<file path="config.mk">
export PLATFORM = sky130hd
export DESIGN_NAME = psi_inval_matcher
export DESIGN_NICKNAME = d
export VERILOG_FILES = /design/src/rtl/psi_pkg.sv /design/src/rtl/psi_addr_regs.sv /design/src/rtl/psi_sweep_ctrl.sv /design/src/rtl/psi_entry_cmp.sv /design/src/rtl/psi_inval_matcher.sv
export SDC_FILE = /design/constraint.sdc
export NUM_CORES = 1
export LEC_CHECK = 0
export BUFFER_PORTS_ARGS = -buffer_cell sky130_fd_sc_hd__buf_4
export CELL_PAD_IN_SITES_DETAIL_PLACEMENT = 0
export CELL_PAD_IN_SITES_GLOBAL_PLACEMENT = 2
export CORE_ASPECT_RATIO = 1.25
export CORE_MARGIN = 2
export CORE_UTILIZATION = 37
export CTS_CLUSTER_SIZE = 24
export DETAILED_ROUTE_END_ITERATION = 10
export PLACE_DENSITY = 0.81
export SYNTH_ARGS = -nofsm -noshare
export SYNTH_HDL_FRONTEND = slang
export SYNTH_HIERARCHICAL = 1
export SYNTH_SLANG_ARGS = --single-unit
export TNS_END_PERCENT = 10
</file>
<file path="constraint.sdc">
create_clock -name clk -period 2.4 [get_ports clk]
set_input_delay 0.12 -clock clk [delete_from_list [all_inputs] [get_ports clk]]
set_output_delay 0.12 -clock clk [all_outputs]
set_load 0.05 [all_outputs]
</file>
<file path="src/rtl/psi_pkg.sv">
package psi_pkg;
  parameter int PAGE_W = 52;
  parameter int MASK_W = 6;

  typedef struct packed {
    logic [PAGE_W-1:0] page;
    logic              hint;
    logic [MASK_W-1:0] mask;
  } inv_reg_t;
endpackage

</file>
<file path="src/rtl/psi_addr_regs.sv">
module psi_addr_regs
  import psi_pkg::*;
#(
  parameter int NUM_ENG = 2,
  parameter int ENG_W   = (NUM_ENG > 1) ? $clog2(NUM_ENG) : 1
) (
  input  logic             clk,
  input  logic             rst,
  input  logic             wr_en,
  input  logic [ENG_W-1:0] wr_eng,
  input  logic [63:0]      wr_data,
  output inv_reg_t         regs_o [NUM_ENG]
);
  inv_reg_t q [NUM_ENG];
  logic unused_rsvd;
  assign unused_rsvd = ^wr_data[11:7];

  always_ff @(posedge clk) begin
    for (int e = 0; e < NUM_ENG; e++) begin
      if (rst) begin
        q[e] <= '0;
      end else if (wr_en && (int'(wr_eng) == e)) begin
        q[e].page <= wr_data[63:12];
        q[e].hint <= wr_data[6];
        q[e].mask <= wr_data[5:0];
      end
    end
  end

  for (genvar g = 0; g < NUM_ENG; g++) begin : g_eng
    assign regs_o[g] = q[g];
    // a write to one engine leaves every other copy untouched
    p_other_copy_kept_r2: assert property (@(posedge clk) disable iff (rst)
      (wr_en && (int'(wr_eng) != g)) |=> $stable(q[g]));
  end
endmodule

</file>
<file path="src/rtl/psi_sweep_ctrl.sv">
module psi_sweep_ctrl
  import psi_pkg::*;
#(
  parameter int NUM_ENT  = 16,
  parameter int DOM_W    = 16,
  parameter int MAX_MASK = 9,
  parameter int IDX_W    = $clog2(NUM_ENT)
) (
  input  logic             clk,
  input  logic             rst,
  input  logic             cmd_valid,
  input  inv_reg_t         cur_reg,
  input  logic [DOM_W-1:0] cmd_dom,
  output logic             busy,
  output logic             done,
  output logic             err,
  output logic [IDX_W-1:0] idx,
  output inv_reg_t         work,
  output logic [DOM_W-1:0] work_dom
);
  localparam logic [IDX_W-1:0] LAST = IDX_W'(NUM_ENT - 1);

  logic accept, bad_mask;
  assign accept   = cmd_valid && !busy;
  assign bad_mask = int'(cur_reg.mask) > MAX_MASK;

  always_ff @(posedge clk) begin
    if (rst) begin
      busy     <= 1'b0;
      done     <= 1'b0;
      err      <= 1'b0;
      idx      <= '0;
      work     <= '0;
      work_dom <= '0;
    end else begin
      done <= 1'b0;
      err  <= 1'b0;
      if (accept) begin
        if (bad_mask) begin
          done <= 1'b1;
          err  <= 1'b1;
        end else begin
          busy     <= 1'b1;
          idx      <= '0;
          work     <= cur_reg;
          work_dom <= cmd_dom;
        end
      end else if (busy) begin
        if (idx == LAST) begin
          busy <= 1'b0;
          done <= 1'b1;
        end else begin
          idx <= idx + 1'b1;
        end
      end
    end
  end

  // a walk can only end through a done pulse
  p_walk_ends_done_r3: assert property (@(posedge clk) disable iff (rst)
    busy |=> (busy || done));
  // a walk only starts from a command
  p_walk_from_cmd_r3: assert property (@(posedge clk) disable iff (rst)
    $rose(busy) |-> $past(cmd_valid));
  // captured settings do not move while walking
  p_work_frozen_r4: assert property (@(posedge clk) disable iff (rst)
    (busy && $past(busy)) |-> ($stable(work) && $stable(work_dom)));
  // an error is only reported together with done
  p_err_with_done_r9: assert property (@(posedge clk) disable iff (rst)
    err |-> (done && !busy));
endmodule

</file>
<file path="src/rtl/psi_entry_cmp.sv">
module psi_entry_cmp
  import psi_pkg::*;
#(
  parameter int DOM_W = 16
) (
  input  inv_reg_t          work,
  input  logic [DOM_W-1:0]  work_dom,
  input  logic              ent_valid,
  input  logic              ent_leaf,
  input  logic [DOM_W-1:0]  ent_dom,
  input  logic [PAGE_W-1:0] ent_page,
  output logic              hit
);
  logic [PAGE_W-1:0] keep;
  logic in_dom, page_eq;

  assign keep    = {PAGE_W{1'b1}} << work.mask;
  assign in_dom  = ent_valid && (ent_dom == work_dom);
  assign page_eq = ((ent_page ^ work.page) & keep) == '0;

  always_comb begin
    if (!in_dom)       hit = 1'b0;
    else if (ent_leaf) hit = page_eq;
    else               hit = !work.hint;
  end
endmodule

</file>
<file path="src/rtl/psi_inval_matcher.sv">
module psi_inval_matcher
  import psi_pkg::*;
#(
  parameter int NUM_ENG  = 2,
  parameter int NUM_ENT  = 16,
  parameter int DOM_W    = 16,
  parameter int MAX_MASK = 9,
  parameter int ENG_W    = (NUM_ENG > 1) ? $clog2(NUM_ENG) : 1,
  parameter int IDX_W    = $clog2(NUM_ENT)
) (
  input  logic              clk,
  input  logic              rst,
  input  logic              wr_en,
  input  logic [ENG_W-1:0]  wr_eng,
  input  logic [63:0]       wr_data,
  input  logic              cmd_valid,
  input  logic [ENG_W-1:0]  cmd_eng,
  input  logic [DOM_W-1:0]  cmd_dom,
  output logic              busy,
  output logic              done,
  output logic              mask_err,
  output logic [IDX_W-1:0]  ent_idx,
  input  logic              ent_valid,
  input  logic              ent_leaf,
  input  logic [DOM_W-1:0]  ent_dom,
  input  logic [PAGE_W-1:0] ent_page,
  output logic              flush_vld,
  output logic [IDX_W-1:0]  flush_idx,
  output logic              flush
);
  inv_reg_t         regs [NUM_ENG];
  inv_reg_t         work;
  logic [DOM_W-1:0] work_dom;
  logic             hit;

  psi_addr_regs #(.NUM_ENG(NUM_ENG), .ENG_W(ENG_W)) u_regs (
    .clk(clk), .rst(rst), .wr_en(wr_en), .wr_eng(wr_eng),
    .wr_data(wr_data), .regs_o(regs)
  );

  psi_sweep_ctrl #(.NUM_ENT(NUM_ENT), .DOM_W(DOM_W), .MAX_MASK(MAX_MASK),
                   .IDX_W(IDX_W)) u_ctrl (
    .clk(clk), .rst(rst), .cmd_valid(cmd_valid), .cur_reg(regs[cmd_eng]),
    .cmd_dom(cmd_dom), .busy(busy), .done(done), .err(mask_err),
    .idx(ent_idx), .work(work), .work_dom(work_dom)
  );

  psi_entry_cmp #(.DOM_W(DOM_W)) u_cmp (
    .work(work), .work_dom(work_dom), .ent_valid(ent_valid),
    .ent_leaf(ent_leaf), .ent_dom(ent_dom), .ent_page(ent_page), .hit(hit)
  );

  always_ff @(posedge clk) begin
    if (rst) begin
      flush_vld <= 1'b0;
      flush_idx <= '0;
      flush     <= 1'b0;
    end else begin
      flush_vld <= busy;
      flush_idx <= ent_idx;
      flush     <= busy && hit;
    end
  end

  // a flush decision always comes with its valid strobe
  p_flush_has_vld_r5: assert property (@(posedge clk) disable iff (rst)
    flush |-> flush_vld);
  // a rejected mask produces no decisions
  p_err_no_flush_r9: assert property (@(posedge clk) disable iff (rst)
    mask_err |-> !flush_vld);
  // only valid entries are flushed
  p_valid_only_r10: assert property (@(posedge clk) disable iff (rst)
    flush |-> $past(ent_valid));
  // with the hint set, a non-leaf entry survives
  p_nonleaf_kept_r8: assert property (@(posedge clk) disable iff (rst)
    (flush && !$past(ent_leaf)) |-> !$past(work.hint));
endmodule

</file>
==> impl_metrics.env <==
export IMPL_drtIter0Drc=354
export IMPL_initial_core_util_pct=37.3
export IMPL_detail_route_wl_per_cell_um=19.1
export IMPL_final_antenna_net_count=0
export IMPL_vias_per_cell=5.16
export IMPL_pre_cts_ws_ns=0.150
export IMPL_rsz0062_at_grt="false"
export IMPL_postSynthCellCount=894
export IMPL_hpwl_um=18600
export IMPL_relSlewSlack_pct=52.3
export IMPL_fill_cells=2460
export IMPL_drtPass1Iterations=5
export IMPL_setup_worst_path_start_class="flop"
export IMPL_grt_pass1_wl_um=43900
export IMPL_cts_made_buffers=22
export IMPL_ir_drop_uv=461
export IMPL_layout_common_cells="buf_4 (186), edfxtp_1 (118), a21oi_1 (92)"
export IMPL_crit_type="reg -> reg"
export IMPL_syn_nets=1051
export IMPL_synth_simple_area_share_pct=15.6
export IMPL_grt_remaining_overflow=0
export IMPL_crit_chain="buf_4 -> a41o_1 -> o32ai_1 -> nor3_1 -> o2111ai_1 -> nor4_2 -> o221ai_2 -> a21oi_2 -> and3b_1"
export IMPL_setup_viol=0
export IMPL_met2_wirelength_um=14300
export IMPL_period_share_pct=91.8
export IMPL_hold_class="in -> reg"
export IMPL_seq_area_mm2=0.00531
export IMPL_power_leakage_nw=5.03
export IMPL_cts_tree="yes"
export IMPL_synth_top_family_by_area="simple AND/OR/NAND/NOR gates"
export IMPL_drive_above_1_share_pct=27.3
export IMPL_nets=1273
export IMPL_avgSynthCellArea_um2=11.1
export IMPL_synth_ff_type="edfxtp_1"
export IMPL_post_route_min_period_ns=2.20
export IMPL_grt_pass1_vias=7820
export IMPL_insertion_delay_ns=0.51
export IMPL_maxCapViolations=0
export IMPL_final_common_cell="buf_4"
export IMPL_synthXorXnorAreaFrac_pct=6.09
export IMPL_critPathMaxStageDelay_ns=0.47
export IMPL_path_buf_inv=1
export IMPL_post_cts_buffers=0
export IMPL_async_flop_share_pct=0
export IMPL_startpoint="u_ctrl/work[0]"
export IMPL_p_per_area_mw_per_mm2=668
export IMPL_synth_edf_count=118
export IMPL_min_from="wr_en"
export IMPL_synthMuxAreaShare_pct=7.07
export IMPL_post_route_drc_count=0
export IMPL_antenna_found_initial=1
export IMPL_htreeDepth=1
export IMPL_yosysUniqueCellTypes=74
export IMPL_via_count=7628
export IMPL_ys_ff_latch=206
export IMPL_whs_endpoint="u_regs/q[0][6]"
export IMPL_rows=67
export IMPL_slowest_stage="dfxtp_1"
export IMPL_clkTransAtPathRegs_ns=0.06
export IMPL_reg2reg_setup_slack_ns=0.20
export IMPL_io_pins=169
export IMPL_finalWirelength_um=28200
export IMPL_crit_required_ns=2.85
export IMPL_r2r_start="u_ctrl/work[0]"
export IMPL_core_mm2=0.0266
export IMPL_setup_tns_final_ns=0
export IMPL_synth_fa_ha_area_share_pct=0.227
export IMPL_grt_max_degree=59
export IMPL_cp_end_kind="flop"
export IMPL_numClockSinks=206
export IMPL_die_y_um=187
export IMPL_die_area_mm2=0.0282
export IMPL_wl_met1_um=11800
export IMPL_critPathTopFamily="compound AO/OA/AOI/OAI gates"
export IMPL_whs_path_depth=2
export IMPL_timing_rr_end="flush"
export IMPL_worstPathMaxFanout=8
export IMPL_antennaDiodeCount=0
export IMPL_synth_seq_area_share_pct=53.5
export IMPL_ctsRootBufferMaster="clkbuf_16"
export IMPL_die_x_um=150
export IMPL_syn_to_final_growth_pct=30.4
export IMPL_dr_wl_met3_um=1440
export IMPL_synth_compound_area_share_pct=12.8
export IMPL_cp_data_arrival_time_ns=2.65
export IMPL_multiInputGateArea_mm2=0.00417
export IMPL_gp_congestion=0.862
export IMPL_dr_max_layer_used="met4"
export IMPL_status="complete, no violations"
export IMPL_finalHoldViolations=0
export IMPL_slew_violations=0
export IMPL_clockBufferDepth=3
export IMPL_synthesis_area_mm2=0.00992
export IMPL_worstMarginPinSlew_ns=0.716
export IMPL_worst_slack_ns=0.196
export IMPL_r2r_cells=9
export IMPL_grt_total_usage_pct=20.0
export IMPL_fmax_ghz=0.454
export IMPL_finClkSkew_ns=0.0128
export IMPL_yosys_warnings=6
export IMPL_port_buffers=163
power by group:
group / switching (mW) / leakage [nW] / total, mW / internal [mW]
combinational: 0.719 / 2.78 / 1.36 / 0.643
clock: 1.38 / 0.332 / 3.22 / 1.84
sequential: 0.0873 / 1.91 / 4.07 / 3.98
per-stage QoR:
stage          utilization (%)  cell area, um^2  hold WS, ns  power, mW  std cells
3_3_place_gp              43.2            11500        0.386       5.40       1358
2_1_floorplan                -             9920        0.192       4.88        894
4_1_cts                   48.7            12900       0.0398       8.74       1477
6_report                  48.7            12900       0.0550       8.65       1477
5_1_grt                   48.7            12900       0.0485       8.99       1477
3_5_place_dp              43.2            11500        0.390       5.42       1358
timing repair:
item	CTS	global route
setup endpoints to repair	0	1
endpoints found under the hold margin	140	0
gates resized for setup	0	3
hold buffers	79	0
sequential cells by signal, summed over array words and instances, names as in the netlist:
signal,count
flush,1
flush_idx,4
flush_vld,1
u_ctrl/busy,1
u_ctrl/done,1
u_ctrl/err,1
u_ctrl/idx,4
u_ctrl/work,59
u_ctrl/work_dom,16
u_regs/q,118
cell usage after synthesis, drive strengths merged (2+ instances only):
library cell	number	area share, %
o32ai	2	0.18
nand2b	5	0.32
or2	3	0.19
mux2	59	7.1
a2111oi	2	0.43
nand2	12	0.45
a21oi	93	4.7
a311oi	2	0.18
nand3	77	3.9
and3	59	3.7
o221ai	2	0.24
nand4	8	0.50
or4	2	0.15
a21o	4	0.38
buf	42	3.3
a22oi	2	0.15
dfxtp	88	18
a31oi	5	0.32
nor2b	7	0.47
a211oi	2	0.15
and2	58	3.7
o21ai	85	4.4
xor2	11	0.97
o21a	2	0.15
clkbuf	33	1.3
nor4	5	0.53
xnor2	58	5.1
nor2	10	0.38
nor3	4	0.20
inv	4	0.15
edfxtp	118	36
nor3b	3	0.34
or3	3	0.19
o211ai	2	0.15
logic make-up (layout without fill, tap and decap cells):
| logic type | Yosys count | in the layout |
|---|---|---|
| AO/OA/AOI/OAI | 217 | 217 |
| XOR/XNOR | 69 | 69 |
| adder cells (fa/ha/maj) | 2 | 2 |
| buffers and inverters | 79 | 317 |
| flip-flops | 206 | 206 |
| multiplexers | 59 | 59 |
| AND/OR/NAND/NOR | 262 | 262 |
worst reg2reg max path: cells and delay by family, from the launching register on:
family | cells | cell delay [ns]
buffers and inverters | 1 | 0.20
AOI/OAI and AO/OA | 5 | 0.77
and+or+nand+nor | 3 | 0.71
DFF | 1 | 0.47
layout make-up:
cell class / instances / area share (%)
Clock inverter: 9 / 0.290
Tap cell: 345 / 3.34
Sequential cell: 206 / 41.0
Timing Repair Buffer: 273 / 18.1
Inverter: 4 / 0.116
Multi-Input combinational cell: 609 / 32.2
Clock buffer: 31 / 4.91
worst max-delay path by stage:
stage,end,slack (ns),depth (start not counted)
finish,flush,0.20,9
global route,flush,0.005,9
CTS,flush,0.13,8
detailed placement,flush,0.15,8
global placement,flush,0.16,9
floorplan,u_regs/q[1][0],0.24,3
metal layers:
layer	global-route usage (%)	vias up
li1	-	3718
met1	25.8	3674
met2	35.3	198
met3	2.32	38
met4	5.12	0
met5	0	-
No activity file was read; power rests on OpenSTA's default activity.
